File: config.mk
export PLATFORM = sky130hd
export DESIGN_NAME = i2c_crc_target
export DESIGN_NICKNAME = d
export VERILOG_FILES = /design/src/rtl/i2c_tgt_pkg.sv /design/src/rtl/i2c_tgt_rst_sync.sv /design/src/rtl/i2c_tgt_line_sync.sv /design/src/rtl/i2c_tgt_crc8.sv /design/src/rtl/i2c_crc_target.sv
export SDC_FILE = /design/constraint.sdc
export NUM_CORES = 1
export LEC_CHECK = 0
export BUFFER_PORTS_ARGS = -buffer_cell sky130_fd_sc_hd__buf_4
export CAP_MARGIN = 20
export CORE_ASPECT_RATIO = 1.4
export CORE_MARGIN = 1.5
export CORE_UTILIZATION = 40
export DETAILED_ROUTE_END_ITERATION = 6
export GPL_TIMING_DRIVEN = 0
export PLACE_DENSITY = 0.56
export SLEW_MARGIN = 25
export SYNTH_ARGS = -nofsm -noshare
export SYNTH_HDL_FRONTEND = slang
export SYNTH_SLANG_ARGS = --single-unit
File: constraint.sdc
create_clock -name clk -period 2.65 [get_ports clk]
set_input_delay 0.53 -clock clk [delete_from_list [all_inputs] [get_ports clk]]
set_output_delay 0.53 -clock clk [all_outputs]
set_load 0.05 [all_outputs]
File: src/rtl/i2c_tgt_pkg.sv
package i2c_tgt_pkg;
  typedef enum logic [2:0] {
    ST_IDLE, ST_RX, ST_RX_ACK, ST_TX, ST_TX_ACK, ST_WAIT
  } tgt_state_e;

  typedef enum logic [1:0] {
    PH_ADDR, PH_REG, PH_DATA, PH_CRC
  } tgt_phase_e;
endpackage

File: src/rtl/i2c_tgt_rst_sync.sv
module i2c_tgt_rst_sync #(
  parameter int STAGES = 2
) (
  input  logic clk,
  input  logic arst_n,
  output logic rst_n_o
);
  logic [STAGES-1:0] chain_q;

  always_ff @(posedge clk or negedge arst_n) begin
    if (!arst_n) chain_q <= '0;
    else         chain_q <= {chain_q[STAGES-2:0], 1'b1};
  end

  assign rst_n_o = chain_q[STAGES-1];
endmodule

File: src/rtl/i2c_tgt_line_sync.sv
module i2c_tgt_line_sync #(
  parameter int STAGES = 2
) (
  input  logic clk,
  input  logic rst_n,
  input  logic scl_i,
  input  logic sda_i,
  output logic scl_o,
  output logic sda_o,
  output logic scl_rise,
  output logic scl_fall,
  output logic start_o,
  output logic stop_o
);
  logic [STAGES-1:0] scl_p, sda_p;
  logic scl_d, sda_d;

  always_ff @(posedge clk or negedge rst_n) begin
    if (!rst_n) begin
      scl_p <= '1;
      sda_p <= '1;
      scl_d <= 1'b1;
      sda_d <= 1'b1;
    end else begin
      scl_p <= {scl_p[STAGES-2:0], scl_i};
      sda_p <= {sda_p[STAGES-2:0], sda_i};
      scl_d <= scl_p[STAGES-1];
      sda_d <= sda_p[STAGES-1];
    end
  end

  assign scl_o    = scl_p[STAGES-1];
  assign sda_o    = sda_p[STAGES-1];
  assign scl_rise = scl_o & ~scl_d;
  assign scl_fall = ~scl_o & scl_d;
  assign start_o  = scl_o & scl_d & sda_d & ~sda_o;
  assign stop_o   = scl_o & scl_d & ~sda_d & sda_o;
endmodule

File: src/rtl/i2c_tgt_crc8.sv
module i2c_tgt_crc8 #(
  parameter logic [7:0] POLY = 8'h07
) (
  input  logic [7:0] crc_i,
  input  logic [7:0] data_i,
  output logic [7:0] crc_o
);
  always_comb begin
    crc_o = crc_i ^ data_i;
    for (int i = 0; i < 8; i++) begin
      crc_o = crc_o[7] ? ((crc_o << 1) ^ POLY) : (crc_o << 1);
    end
  end
endmodule

File: src/rtl/i2c_crc_target.sv
module i2c_crc_target
  import i2c_tgt_pkg::*;
#(
  parameter int         PTR_W       = 8,
  parameter int         SYNC_STAGES = 2,
  parameter logic [7:0] CRC_POLY    = 8'h07
) (
  input  logic             clk,
  input  logic             rst_n,
  input  logic             scl_i,
  input  logic             sda_i,
  output logic             scl_oe,
  output logic             sda_oe,
  input  logic [6:0]       cfg_addr,
  input  logic             cfg_crc_en,
  output logic [PTR_W-1:0] rf_addr,
  output logic             rf_we,
  output logic [7:0]       rf_wdata,
  output logic             rf_re,
  input  logic [7:0]       rf_rdata,
  input  logic             rf_rvalid
);
  localparam logic [3:0] BITS = 4'd8;

  logic srst_n;
  logic scl_s, sda_s, scl_rise, scl_fall, start_det, stop_det;

  i2c_tgt_rst_sync #(.STAGES(SYNC_STAGES)) u_rst (
    .clk(clk), .arst_n(rst_n), .rst_n_o(srst_n));

  i2c_tgt_line_sync #(.STAGES(SYNC_STAGES)) u_sync (
    .clk(clk), .rst_n(srst_n), .scl_i(scl_i), .sda_i(sda_i),
    .scl_o(scl_s), .sda_o(sda_s), .scl_rise(scl_rise), .scl_fall(scl_fall),
    .start_o(start_det), .stop_o(stop_det));

  tgt_state_e       state_q, state_d;
  tgt_phase_e       phase_q, phase_d;
  logic [3:0]       bitcnt_q, bitcnt_d;
  logic [7:0]       shreg_q, shreg_d;
  logic [PTR_W-1:0] ptr_q, ptr_d;
  logic [7:0]       crc_q, crc_d;
  logic [7:0]       wbuf_q, wbuf_d;
  logic [7:0]       rbuf_q, rbuf_d;
  logic             rbuf_ok_q, rbuf_ok_d;
  logic             rw_q, rw_d;
  logic             ack_ok_q, ack_ok_d;
  logic             mack_q, mack_d;
  logic             sda_oe_q, sda_oe_d;
  logic             scl_oe_q, scl_oe_d;
  logic [PTR_W-1:0] rf_addr_q, rf_addr_d;
  logic             rf_we_q, rf_we_d;
  logic [7:0]       rf_wdata_q, rf_wdata_d;
  logic             rf_re_q, rf_re_d;
  logic             need_byte;
  logic [7:0]       crc_in_byte, crc_next;
  logic             st_idle;

  // CRC folds either the received byte or the byte being loaded for transmit
  assign crc_in_byte = (state_q == ST_RX) ? shreg_q : rbuf_q;

  i2c_tgt_crc8 #(.POLY(CRC_POLY)) u_crc (
    .crc_i(crc_q), .data_i(crc_in_byte), .crc_o(crc_next));

  always_comb begin
    state_d    = state_q;
    phase_d    = phase_q;
    bitcnt_d   = bitcnt_q;
    shreg_d    = shreg_q;
    ptr_d      = ptr_q;
    crc_d      = crc_q;
    wbuf_d     = wbuf_q;
    rbuf_d     = rbuf_q;
    rbuf_ok_d  = rbuf_ok_q;
    rw_d       = rw_q;
    ack_ok_d   = ack_ok_q;
    mack_d     = mack_q;
    sda_oe_d   = sda_oe_q;
    rf_addr_d  = rf_addr_q;
    rf_wdata_d = rf_wdata_q;
    rf_we_d    = 1'b0;
    rf_re_d    = 1'b0;
    scl_oe_d   = (state_q == ST_WAIT);
    need_byte  = 1'b0;

    if (rf_rvalid) begin
      rbuf_d    = rf_rdata;
      rbuf_ok_d = 1'b1;
    end

    if (start_det) begin
      state_d  = ST_RX;
      phase_d  = PH_ADDR;
      bitcnt_d = '0;
      crc_d    = '0;
      sda_oe_d = 1'b0;
    end else if (stop_det) begin
      state_d  = ST_IDLE;
      sda_oe_d = 1'b0;
    end else begin
      unique case (state_q)
        ST_RX: begin
          if (scl_rise && bitcnt_q != BITS) begin
            shreg_d  = {shreg_q[6:0], sda_s};
            bitcnt_d = bitcnt_q + 4'd1;
          end
          if (scl_fall && bitcnt_q == BITS) begin
            state_d  = ST_RX_ACK;
            sda_oe_d = 1'b1;
            ack_ok_d = 1'b1;
            unique case (phase_q)
              PH_ADDR: begin
                if (shreg_q[7:1] == cfg_addr) begin
                  rw_d  = shreg_q[0];
                  crc_d = crc_next;
                  if (shreg_q[0]) begin
                    rf_addr_d = ptr_q;
                    rf_re_d   = 1'b1;
                    rbuf_ok_d = 1'b0;
                  end
                end else begin
                  state_d  = ST_IDLE;
                  sda_oe_d = 1'b0;
                end
              end
              PH_REG: begin
                ptr_d = PTR_W'(shreg_q);
                crc_d = crc_next;
              end
              PH_DATA: begin
                crc_d = crc_next;
                if (cfg_crc_en) begin
                  wbuf_d = shreg_q;
                end else begin
                  rf_addr_d  = ptr_q;
                  rf_wdata_d = shreg_q;
                  rf_we_d    = 1'b1;
                  ptr_d      = ptr_q + 1'b1;
                end
              end
              PH_CRC: begin
                crc_d = '0;
                if (shreg_q == crc_q) begin
                  rf_addr_d  = ptr_q;
                  rf_wdata_d = wbuf_q;
                  rf_we_d    = 1'b1;
                  ptr_d      = ptr_q + 1'b1;
                end else begin
                  sda_oe_d = 1'b0;
                  ack_ok_d = 1'b0;
                end
              end
            endcase
          end
        end
        ST_RX_ACK: begin
          if (scl_fall) begin
            sda_oe_d = 1'b0;
            bitcnt_d = '0;
            state_d  = ST_RX;
            if (!ack_ok_q) begin
              state_d = ST_IDLE;
            end else begin
              unique case (phase_q)
                PH_ADDR: if (rw_q) need_byte = 1'b1;
                         else      phase_d   = PH_REG;
                PH_REG:  phase_d = PH_DATA;
                PH_DATA: phase_d = cfg_crc_en ? PH_CRC : PH_DATA;
                PH_CRC:  phase_d = PH_DATA;
              endcase
            end
          end
        end
        ST_TX: begin
          if (scl_fall) begin
            if (bitcnt_q == BITS) begin
              sda_oe_d = 1'b0;
              state_d  = ST_TX_ACK;
              if (phase_q == PH_DATA) begin
                rf_addr_d = ptr_q;
                rf_re_d   = 1'b1;
                rbuf_ok_d = 1'b0;
              end
            end else begin
              sda_oe_d = ~shreg_q[6];
              shreg_d  = {shreg_q[6:0], 1'b0};
              bitcnt_d = bitcnt_q + 4'd1;
            end
          end
        end
        ST_TX_ACK: begin
          if (scl_rise) mack_d = ~sda_s;
          if (scl_fall) begin
            if (!mack_q) begin
              state_d = ST_IDLE;
            end else if (phase_q == PH_DATA && cfg_crc_en) begin
              state_d  = ST_TX;
              phase_d  = PH_CRC;
              shreg_d  = crc_q;
              sda_oe_d = ~crc_q[7];
              bitcnt_d = 4'd1;
              crc_d    = '0;
            end else begin
              need_byte = 1'b1;
            end
          end
        end
        ST_WAIT: need_byte = rbuf_ok_q;
        default: ;
      endcase
    end

    if (need_byte) begin
      if (rbuf_ok_q) begin
        state_d   = ST_TX;
        phase_d   = PH_DATA;
        shreg_d   = rbuf_q;
        sda_oe_d  = ~rbuf_q[7];
        bitcnt_d  = 4'd1;
        ptr_d     = ptr_q + 1'b1;
        crc_d     = crc_next;
        rbuf_ok_d = rf_rvalid;
      end else begin
        state_d  = ST_WAIT;
        sda_oe_d = 1'b0;
      end
    end
  end

  always_ff @(posedge clk or negedge srst_n) begin
    if (!srst_n) begin
      state_q    <= ST_IDLE;
      phase_q    <= PH_ADDR;
      bitcnt_q   <= '0;
      shreg_q    <= '0;
      ptr_q      <= '0;
      crc_q      <= '0;
      wbuf_q     <= '0;
      rbuf_q     <= '0;
      rbuf_ok_q  <= 1'b0;
      rw_q       <= 1'b0;
      ack_ok_q   <= 1'b0;
      mack_q     <= 1'b0;
      sda_oe_q   <= 1'b0;
      scl_oe_q   <= 1'b0;
      rf_addr_q  <= '0;
      rf_we_q    <= 1'b0;
      rf_wdata_q <= '0;
      rf_re_q    <= 1'b0;
    end else begin
      state_q    <= state_d;
      phase_q    <= phase_d;
      bitcnt_q   <= bitcnt_d;
      shreg_q    <= shreg_d;
      ptr_q      <= ptr_d;
      crc_q      <= crc_d;
      wbuf_q     <= wbuf_d;
      rbuf_q     <= rbuf_d;
      rbuf_ok_q  <= rbuf_ok_d;
      rw_q       <= rw_d;
      ack_ok_q   <= ack_ok_d;
      mack_q     <= mack_d;
      sda_oe_q   <= sda_oe_d;
      scl_oe_q   <= scl_oe_d;
      rf_addr_q  <= rf_addr_d;
      rf_we_q    <= rf_we_d;
      rf_wdata_q <= rf_wdata_d;
      rf_re_q    <= rf_re_d;
    end
  end

  assign st_idle  = (state_q == ST_IDLE);
  assign sda_oe   = sda_oe_q;
  assign scl_oe   = scl_oe_q;
  assign rf_addr  = rf_addr_q;
  assign rf_we    = rf_we_q;
  assign rf_wdata = rf_wdata_q;
  assign rf_re    = rf_re_q;
endmodule

==> results of run 1 <==
[cell usage in the layout, fill, tap and decap left out, types with 9 or more instances in the layout]
| cell type | count |
|---|---|
| mux2i_1 | 21 |
| o21ai_0 | 25 |
| inv_1 | 15 |
| clkbuf_1 | 11 |
| xor2_1 | 19 |
| a22o_1 | 12 |
| dfrtp_1 | 74 |
| nand2_1 | 25 |
| clkbuf_16 | 9 |
| mux2_2 | 18 |
| buf_4 | 46 |
| xnor2_1 | 19 |
| nor2_1 | 24 |
| nor3_1 | 9 |
| a21oi_1 | 32 |
[routing by layer]
metal | GRT usage | routed length (um)
met2 | 0.3471 | 6357
met5 | 0 | 0
met3 | 0.03403 | 391
met1 | 0.2596 | 5385
met4 | 0.1161 | 561
[through the flow]
step                area (um^2)  std cells  power (mW)  setup TNS, ns
floorplan                  4768        463       1.604              0
global placement           5245        649       1.711         -67.06
global route               5754        671       3.128       -0.01938
CTS                        5709        670       3.028              0
detailed placement         5276        650       1.721         -8.755
finish                     5754        671       3.006              0
[path summary, 6_finish.rpt]
path	start	endpoint	cells after the start
min in group clk	scl_i	u_sync.scl_p[0]	1
worst min register to register	u_rst.chain_q[1]	crc_q[2]	0
max in group asynchronous	u_rst.chain_q[1]	ptr_q[2]	1
worst min-delay path	u_rst.chain_q[1]	crc_q[2]	0
worst max-delay path	phase_q[0]	ptr_q[5]	10
worst max register to register	phase_q[0]	ptr_q[5]	10
[sequential cells by signal, indices dropped and copies added, names as in the netlist, 2 cells and up]
register / count
u_sync.sda_p: 2
ptr_q: 8
wbuf_q: 8
crc_q: 8
state_q: 3
phase_q: 2
bitcnt_q: 4
u_rst.chain_q: 2
shreg_q: 8
rf_wdata: 8
rf_addr: 8
rbuf_q: 8
u_sync.scl_p: 2
[cell type report]
class,count,area (um^2),share of cell area
multi-input cells,338,2613,0.4540
well taps,147,183.9,0.03196
flip-flops and latches,81,2038,0.3542
clock buffers,10,239.0,0.04153
clock inverters,6,66.31,0.01152
plain buffers,27,173.9,0.03022
inverters,16,60.06,0.01044
repair buffers,46,380.4,0.06610
[logic make-up after synthesis]
family / count (synthesis)
AOI/OAI and AO/OA: 123
xor gates and xnor gates: 40
adders and majority gates: 8
buffers and inverters: 44
DFF: 81
muxes: 47
other: 1
and+or+nand+nor: 119
[power by group through the flow]
stage / clock network [mW] / registers (mW) / logic [mW]
6_report: 1.30 / 1.32 / 0.386
2_1_floorplan: 0 / 1.35 / 0.249
4_1_cts: 1.32 / 1.32 / 0.385
3_3_place_gp: 0 / 1.36 / 0.354
3_5_place_dp: 0 / 1.34 / 0.376
5_1_grt: 1.38 / 1.33 / 0.420
[what timing repair did]
item	in CTS	in global routing
gates cloned	0	0
hold buffers	1	0
setup endpoints to repair	49	37
resized for setup	17	11
pin swaps	3	2
buffers inserted	4	1
endpoints found under the hold margin	2	0
==> summary.txt, run 1 <==
Status
  – Run status: finished, final reports clean

Synthesis
  – Yosys Warn Count: 0
  – Top-count cell post-synth: dfrtp_1
  – Area contributors post-synth: dfrtp_1, mux2i_1, mux2_2, xnor2_1, xor2_1
  – Largest family of logic cells by synthesized area: compound AO/OA/AOI/OAI gates
  – EDFF count, synth: 0
  – Mapped Area: 4768 um^2
  – Synth cell types: 69
  – Register area share after synthesis: 0.4267
  – Synth Area in XOR/XNOR: 0.07793
  – Yosys top cell by area: dfrtp_1
  – Synth Instances: 463
  – Syn avg cell area: 10.30 um^2
  – Simple-Gate Fraction of Synth Area: 0.1401
  – Flops & latches, synth: 81
  – Syn Nets: 492
  – Mux cell area share after synthesis: 0.1118
  – Compound-gate portion of the synthesized area: 0.1740
  – Synth top area share: 0.3936
  – Adder-cell share of the synthesized area: 0.02099
  – Commonest cells in the netlist: dfrtp_1, a21oi_1, nor2_1
  – Main synth FF type: dfrtp_1
  – Async set or reset register ratio after synthesis: 1.000

Clock tree
  – Clock buffer depth: 2
  – Worst-Skew Late Latency: 0.34 ns
  – CTS Buf Count: 9
  – CTS tree: done
  – Worst-path clk slew: 0.06 ns
  – # H-tree levels: 3
  – CTS Sinks: 81
  – Clock root cell: clkbuf_16

Pwr
  – Power share of the clock group: 0.432
  – Switching share of power: 0.2657
  – Maximum vdd drop: 296.1 uV
  – Leak Pwr: 2.523 nW
  – Comb pwr share: 0.128
  – Net switching power: 0.7988 mW
  – Reg power frac: 0.440
  – Internal: 2.208 mW
  – Power Density: 522.5 nW/um^2

Min path
  – HP Class: reg2async

Critical path
  – Critical path class: reg2reg
  – Worst EP required: 2.87 ns
  – Critical Path Source Type: flip-flop
  – Max FO, Critical Path: 10
  – Slowest Stage Delay on Critical Path: 0.44 ns
  – Top Family by Delay on Critical Path: compound AO/OA/AOI/OAI gates
  – CP arrival: 2.73 ns
  – CP max-delay cell: dfrtp_1
  – R2R setup slack: 0.14 ns
  – Most used cell, CP: clkbuf_4
  – CP Buf/Inv Count: 3
  – Worst Setup End Kind: flip-flop
  – Worst-path cell chain: inv_2, ha_4, and2_1, clkbuf_4, o22ai_2, o2111ai_4, o31a_1, clkbuf_4, o21ai_0, a221o_1

Layout
  – Diodes inserted: 0
  – Share of cells above drive strength 1: 0.2672
  – Filler cell count: 1,111
  – Nets@finish: 548
  – Synth-to-Final Area Change: 20.68%
  – Final Util: 0.4917

Timing
  – Max-slew violations: 0
  – Final hold vios: 0
  – Fmax: 398.6 MHz
  – Final WS setup: 0.1410 ns
  – Slew Limit Headroom: 0.5541
  – Period utilisation layout: 0.9468
  – Minimum hold slack: 0.2864 ns
  – Final setup fails: 0
  – Tmin final: 2.509 ns
  – Worst slew pin tran: 0.6688 ns
  – Worst Skew: 0.005445 ns

Route
  – ANT nets after route: 0
  – First drt pass iteration count: 4
  – DRC Markers: 0
  – Total number of vias: 3,788
  – DRT iter0 DRCs: 210
  – WL/cell: 18.92 um
  – Vias per cell: 5.645
  – Drt total wl: 12.70 mm

Floorplanning
  – Vert. Die Dim: 132.2 um
  – Die area: 12,590 um^2
  – Ports: 41
  – Row Count: 47
  – Core ar.: 11,700 um^2
  – Die X: 95.28 um
  – Initial Util: 0.4075

Place
  – IO buf count: 39
  – DP HPWL: 9.141 mm
  – Setup WS pre-CTS: -0.3586 ns
  – GPL Wtd Cong: 0.8930

GRT
  – All-layer global routing usage: 0.2117
  – GR Overflow Total: 0
  – Vias in the first global route: 3,807
  – First-pass GRT wire length: 20.24 mm
  – Maximum number of pins on one net before global-route repair: 49
  – Antenna violations before repair: 0

Flow run
  – Count of max-cap constraint violations: 0
No activity file was read; power rests on OpenSTA's default activity.
==> run 2: changes to the inputs <==
--- a/config.mk
+++ b/config.mk
@@ -7,12 +7,14 @@
 export LEC_CHECK = 0
 export BUFFER_PORTS_ARGS = -buffer_cell sky130_fd_sc_hd__buf_4
 export CAP_MARGIN = 20
+export CELL_PAD_IN_SITES_DETAIL_PLACEMENT = 1
+export CELL_PAD_IN_SITES_GLOBAL_PLACEMENT = 2
 export CORE_ASPECT_RATIO = 1.4
 export CORE_MARGIN = 1.5
-export CORE_UTILIZATION = 40
+export CORE_UTILIZATION = 39
 export DETAILED_ROUTE_END_ITERATION = 6
 export GPL_TIMING_DRIVEN = 0
-export PLACE_DENSITY = 0.56
+export PLACE_DENSITY = 0.79
 export SLEW_MARGIN = 25
 export SYNTH_ARGS = -nofsm -noshare
 export SYNTH_HDL_FRONTEND = slang
==> run 2 against run 1 <==
Setup slack better by 0.016 ns. Total power shrank 3.3%. Non-clock buffer count grew 1. Utilization down 0.61 points. Hold slack improved by 0.0067 ns. Global-route usage up 0.89 points. Cell area increased by 0.24%. Flip-flop and latch count did not move. Critical path depth down 2. Die area is 2.5% higher. First-iteration DRC count fell by 61%.
==> summary.txt, run 2 (synthesis gave the netlist of run 1 again) <==
Min path
  – HP Class: in2reg

Critical path
  – Slowest Stage Delay on Critical Path: 0.40 ns (-0.04 ns)
  – RR Endpoint: rf_addr[6]
  – CP endpoint: rf_addr[6]
  – Critical Path Source Type: flip-flop
  – Top Family by Delay on Critical Path: simple AND/OR/NAND/NOR gates
  – CP Buf/Inv Count: 2 (-1)
  – CP Launch Point: crc_q[3]
  – Worst EP required: 2.87 ns (about the same)
  – Critical Path Stages: 8 (-2)
  – Worst-path cell chain: clkbuf_1, xor2_1, nor4_4, a21boi_2, o31a_1, nor3_4, buf_12, mux2_4
  – R2R setup slack: 0.16 ns (+0.02 ns)
  – CP max-delay cell: nor4_4
  – Critical path class: reg2reg
  – FF-to-FF path depth: 8 (-2)
  – CP arrival: 2.71 ns (-0.02 ns)
  – Worst Setup End Kind: flip-flop
  – Reg-to-Reg Start: crc_q[3]
  – Max FO, Critical Path: 8 (-2)

Layout
  – Commonest non-fill, non-tap cell in the layout: dfrtp_1
  – Footprint of the multi-input gates: 2644 um^2 (+1.2%)
  – Diodes inserted: 0 (unchanged)
  – Filler cell count: 1,345 (+21%)
  – Share of cells above drive strength 1: 0.2724 (+0.005205)
  – Nets@finish: 549 (+0.18%)
  – Reg area: 2038 um^2 (unchanged)
  – Commonest cells after routing, fill and taps aside: dfrtp_1, buf_4, a21oi_1
  – Synth-to-Final Area Change: 20.97%

Pwr
  – Leak Pwr: 2.521 nW (about the same)
  – Power share of the clock group: 0.409 (-0.023)
  – Net switching power: 0.7704 mW (-3.6%)
  – Switching share of power: 0.2650 (-0.0006639)
  – Power Density: 503.9 nW/um^2 (-3.5%)
  – Maximum vdd drop: 293.1 uV (-0.99%)
  – Comb pwr share: 0.135 (+0.007)
  – Internal: 2.136 mW (-3.2%)
  – Reg power frac: 0.456 (+0.016)

GRT
  – Antenna violations before repair: 0 (unchanged)
  – GR Overflow Total: 0 (unchanged)
  – First-pass GRT wire length: 21.30 mm (+5.2%)
  – Vias in the first global route: 4,004 (+5.2%)
  – Maximum number of pins on one net before global-route repair: 43 (-12%)
  – All-layer global routing usage: 0.2207 (+0.008941)

Clock tree
  – Clock buffer depth: 2 (unchanged)
  – Worst-path clk slew: 0.06 ns (about the same)
  – CTS Sinks: 81 (unchanged)
  – # H-tree levels: 3 (unchanged)
  – CTS Buf Count: 9 (unchanged)
  – CTS tree: done
  – Worst-Skew Late Latency: 0.34 ns (about the same)
  – Clock root cell: clkbuf_16

Route
  – DRT iter0 DRCs: 82 (-61%)
  – First drt pass iteration count: 4 (unchanged)
  – DRC Markers: 0 (unchanged)
  – Vias per cell: 5.524 (-2.2%)
  – ANT nets after route: 0 (unchanged)
  – WL/cell: 19.90 um (+5.2%)
  – Total number of vias: 3,712 (-2.0%)
  – Drt total wl: 13.37 mm (+5.3%)

Place
  – DP HPWL: 9.743 mm (+6.6%)
  – Setup WS pre-CTS: -0.5298 ns (-0.1711 ns)
  – IO buf count: 39 (unchanged)
  – GPL Wtd Cong: 0.8842 (-0.99%)

Timing
  – Setup TNS: 0 ns (unchanged)
  – Tmin final: 2.493 ns (-0.01562 ns)
  – RSZ-0062 raised after global routing: false
  – Period utilisation layout: 0.9409 (-0.005892)
  – Worst slew pin tran: 0.6670 ns (-0.001856 ns)
  – Minimum hold slack: 0.2930 ns (+0.006657 ns)
  – Final WS setup: 0.1566 ns (+0.01561 ns)
  – Max-slew violations: 0 (unchanged)
  – Worst Skew: 0.006226 ns (+0.0007811 ns)
  – Fmax: 401.1 MHz (+0.63%)
  – Slew Limit Headroom: 0.5554 (+0.001237)
  – Final hold vios: 0 (unchanged)
  – Final setup fails: 0 (unchanged)

Floorplanning
  – Vert. Die Dim: 133.8 um (+1.2%)
  – Core ar.: 11,880 um^2 (+1.5%)
  – Die area: 12,910 um^2 (+2.5%)
  – Initial Util: 0.4014 (-0.006051)
  – Die X: 96.45 um (+1.2%)
  – Ports: 41 (unchanged)
  – Row Count: 47 (unchanged)

Status
  – Run status: finished, final reports clean

Flow run
  – Count of max-cap constraint violations: 0 (unchanged)
==> run 2: cell types whose count changed in the layout (fill, tap and decap cells not counted), sizes merged <==
| cell | before | now |
|---|---|---|
| clkinv | 4 | 1 |
| clkinvlp | 0 | 3 |
| buf | 58 | 60 |
| bufinv | 1 | 0 |
| clkbuf | 24 | 25 |
| inv | 17 | 16 |
==> run 2: power groups by stage <==
stage / Combinational, mW / Sequential [mW] / Clock [mW]
after floorplan: 0.249 / 1.35 / 0
after global placement: 0.357 / 1.36 / 0
after detailed placement: 0.379 / 1.35 / 0
after CTS: 0.386 / 1.33 / 1.23
after global routing: 0.430 / 1.33 / 1.28
final: 0.393 / 1.33 / 1.19
==> run 2: layout make-up <==
cell class / count / share of cell area
clock inverter: 4 / 0.004772
multi-input combinational: 338 / 0.4584
timing repair buffer: 48 / 0.06725
inverter: 16 / 0.01041
clock buffer: 12 / 0.04447
tap: 147 / 0.03189
sequential: 81 / 0.3534
buffer: 26 / 0.02950
==> run 2: worst min path at each step <==
stage	from	endpoint	slack, ns	cells after the start
6_report	scl_i	u_sync.scl_p[0]	0.29	1
5_1_grt	sda_i	u_sync.sda_p[0]	0.29	1
4_1_cts	scl_i	u_sync.scl_p[0]	0.28	1
3_5_place_dp	rst_n	u_rst.chain_q[0]	0.31	1
3_3_place_gp	rst_n	u_rst.chain_q[0]	0.31	1
2_1_floorplan	rst_n	u_rst.chain_q[0]	0.23	0
==> run 2: routing by layer <==
metal	global-route usage	wire [um]	vias to the layer above
met5	0	0	-
met2	0.3811	7035	53
li1	-	-	1780
met1	0.2664	5698	1854
met4	0.1047	419	0
met3	0.02664	219	25
==> run 2: repair_timing <==
action | in CTS | in global routing
pin swaps | 3 | 2
resized for setup | 19 | 13
setup buffers | 4 | 3
cloned | 0 | 0
hold buffers | 1 | 0
setup endpoints to repair | 49 | 32
hold endpoints to repair | 2 | 0
==> run 2: through the flow <==
step / cells / cell area, um^2 / util / power (mW)
3_5_place_dp: 650 / 5269 / 0.4435 / 1.727
3_3_place_gp: 649 / 5245 / 0.4415 / 1.713
6_report: 672 / 5768 / 0.4856 / 2.907
4_1_cts: 670 / 5693 / 0.4793 / 2.940
2_1_floorplan: 463 / 4768 / - / 1.604
5_1_grt: 672 / 5768 / 0.4856 / 3.041
==> run 3: changes to the inputs <==
--- a/config.mk
+++ b/config.mk
@@ -15,6 +15,7 @@
 export DETAILED_ROUTE_END_ITERATION = 6
 export GPL_TIMING_DRIVEN = 0
 export PLACE_DENSITY = 0.79
+export REMOVE_ABC_BUFFERS = 1
 export SLEW_MARGIN = 25
 export SYNTH_ARGS = -nofsm -noshare
 export SYNTH_HDL_FRONTEND = slang
==> run 3 against run 2 <==
Non-clock buffer count shrank 22. Clock-buffer cell count shrank 3. Sequential power is essentially flat. Utilization shrank 0.51 points. Flip-flop and latch count is the same. Clock skew grew 0.00065 ns. Register-to-register slack lost 0.06 ns. Sequential share of layout area grew 0.46 points. Hold slack lost 0.0067 ns. Clock power grew 8%. Critical endpoint is now crc_q[5]. Largest power group unchanged.
==> summary.txt, run 3 (synthesis gave the netlist of run 1 again) <==
Status
  – Run status: finished, final reports clean

Critical path
  – Critical path class: reg2reg
  – Top Family by Delay on Critical Path: simple AND/OR/NAND/NOR gates
  – CP max-delay cell: or3b_2
  – Critical Path Source Type: flip-flop
  – Worst-path cell chain: or3b_2, nor3_4, buf_4, o22a_1, nor2_4, a211o_1
  – CP Buf/Inv Count: 1 (-1)
  – R2R setup slack: 0.1 ns (-0.06 ns)
  – CP arrival: 2.77 ns (+0.06 ns)
  – Slowest Stage Delay on Critical Path: 0.64 ns (+0.24 ns)
  – Worst EP required: 2.87 ns (about the same)
  – Max FO, Critical Path: 23 (+15)
  – Worst Setup End Kind: flip-flop

Timing
  – Fmax: 392.1 MHz (-2.2%)
  – Final hold vios: 0 (unchanged)
  – Setup TNS: 0 ns (unchanged)
  – RSZ-0062 raised after global routing: true
  – Slew Limit Headroom: 0.4720 (-0.08330)
  – Max-slew violations: 0 (unchanged)
  – Tmin final: 2.551 ns (+0.05722 ns)
  – Final setup fails: 0 (unchanged)
  – Period utilisation layout: 0.9625 (+0.02159)
  – Worst slew pin tran: 0.7890 ns (+0.1220 ns)
  – Worst Skew: 0.006874 ns (+0.0006473 ns)

Route
  – Vias per cell: 5.756 (+4.2%)
  – Routed length on met2: 7.158 mm (+1.7%)
  – DRC Markers: 0 (unchanged)
  – Top layer in use: met4
  – WL/cell: 20.72 um (+4.1%)
  – ANT nets after route: 0 (unchanged)
  – Drt total wl: 13.49 mm (+0.85%)
  – First drt pass iteration count: 4 (unchanged)
  – Total number of vias: 3,747 (+0.94%)
  – DRT iter0 DRCs: 229 (+180%)
  – Routed length on met1: 5.694 mm (about the same)
  – WL met3: 469 um (+110%)

GRT
  – Antenna violations before repair: 0 (unchanged)
  – Vias in the first global route: 3,987 (-0.42%)
  – First-pass GRT wire length: 21.96 mm (+3.1%)
  – All-layer global routing usage: 0.2260 (+0.005327)
  – Maximum number of pins on one net before global-route repair: 49 (+14%)
  – GR Overflow Total: 0 (unchanged)

Pwr
  – Power Density: 525.4 nW/um^2 (+4.3%)
  – Net switching power: 0.8154 mW (+5.8%)
  – Power share of the clock group: 0.432 (+0.023)
  – Switching share of power: 0.2719 (+0.006853)
  – Internal: 2.184 mW (+2.2%)
  – Reg power frac: 0.453 (-0.003)
  – Maximum vdd drop: 278.6 uV (-5.0%)
  – Comb pwr share: 0.115 (-0.020)
  – Total power: 2.999 mW (+3.2%)
  – Leak Pwr: 2.504 nW (-0.69%)

Place
  – GPL Wtd Cong: 0.8597 (-2.8%)
  – DP HPWL: 9.348 mm (-4.1%)
  – Area after DPL: 5140 um^2 (-2.4%)
  – IO buf count: 40 (+2.6%)

Layout
  – Commonest non-fill, non-tap cell in the layout: dfrtp_1
  – Diodes inserted: 0 (unchanged)
  – Filler cell count: 1,307 (-2.8%)
  – Synth-to-Final Area Change: 19.71%
  – Commonest cells after routing, fill and taps aside: dfrtp_1, buf_4, a21oi_1
  – Share of cells above drive strength 1: 0.2738 (+0.001429)
  – Nets@finish: 528 (-3.8%)
  – Finished layout cell area: 5708 um^2 (-1.0%)

Min path
  – HP Class: reg2async

Clock tree
  – Worst-path clk slew: 0.07 ns (about the same)
  – # H-tree levels: 3 (unchanged)
  – CTS Buf Count: 9 (unchanged)
  – Worst-Skew Late Latency: 0.34 ns (about the same)
  – Clock buffer depth: 2 (unchanged)
  – CTS Sinks: 81 (unchanged)
  – CTS tree: done
  – Clock root cell: clkbuf_16

Floorplanning
  – Core ar.: 11,880 um^2 (unchanged)
  – Row Count: 47 (unchanged)
  – Vert. Die Dim: 133.8 um (unchanged)
  – Ports: 41 (unchanged)
  – Initial Util: 0.4014 (unchanged)
  – Die area: 12,910 um^2 (unchanged)
  – Die X: 96.45 um (unchanged)

Flow run
  – Count of max-cap constraint violations: 0 (unchanged)
==> run 3: worst register-to-register path, stage by stage (launching register included) <==
cell and delay, ns:
dfrtp_2 0.56, or3b_2 0.64, nor3_4 0.41, buf_4 0.23, o22a_1 0.20, nor2_4 0.08
a211o_1 0.32
==> run 3: final timing paths <==
kind / cells after the start / from / end
worst max-delay path: 6 / state_q[1] / crc_q[5]
worst min-delay path: 0 / u_rst.chain_q[1] / rf_wdata[7]
worst max register to register: 6 / state_q[1] / crc_q[5]
worst min register to register: 0 / u_rst.chain_q[1] / rf_wdata[7]
max in group asynchronous: 1 / u_rst.chain_q[1] / u_sync.sda_d
min in group clk: 1 / scl_i / u_sync.scl_p[0]
==> run 3: layout make-up <==
| cell class | count | area, um^2 | area share |
|---|---|---|---|
| inverters | 16 | 60.06 | 0.01052 |
| well taps | 147 | 183.9 | 0.03222 |
| repair buffers | 52 | 425.4 | 0.07453 |
| flip-flops and latches | 81 | 2043 | 0.3580 |
| multi-input cells | 339 | 2691 | 0.4715 |
| clock inverters | 7 | 78.83 | 0.01381 |
| clock buffers | 9 | 225.2 | 0.03946 |
==> run 3: power by group through the flow <==
stage               logic, mW  registers (mW)  clock network, mW
floorplan               0.214            1.37                  0
global placement        0.299            1.39                  0
detailed placement      0.324            1.38                  0
CTS                     0.337            1.36               1.32
global route            0.382            1.37               1.37
finish                  0.346            1.36               1.29
==> run 3: per-stage QoR <==
step	hold WS, ns	util	instances	setup WS, ns
after global routing	0.2819	0.4805	651	0.0002829
final	0.2863	0.4805	651	0.09943
after detailed placement	0.3091	0.4327	624	-0.6686
after CTS	0.2795	0.4714	648	0.02637
after global placement	0.3127	0.4281	622	-1.132
after floorplan	0.2344	-	435	-0.04874
==> run 3: layer usage <==
| layer | global-route usage | vias up |
|---|---|---|
| li1 | - | 1749 |
| met1 | 0.2950 | 1932 |
| met2 | 0.3885 | 54 |
| met3 | 0.02664 | 12 |
| met4 | 0.06361 | 0 |
| met5 | 0 | - |
==> run 3: what timing repair did <==
item	CTS	global route
cloned	1	0
endpoints found under the setup margin	56	30
resized for setup	19	13
hold endpoints to repair	2	0
hold buffers	1	0
buffers inserted	6	3
pin swaps	2	1
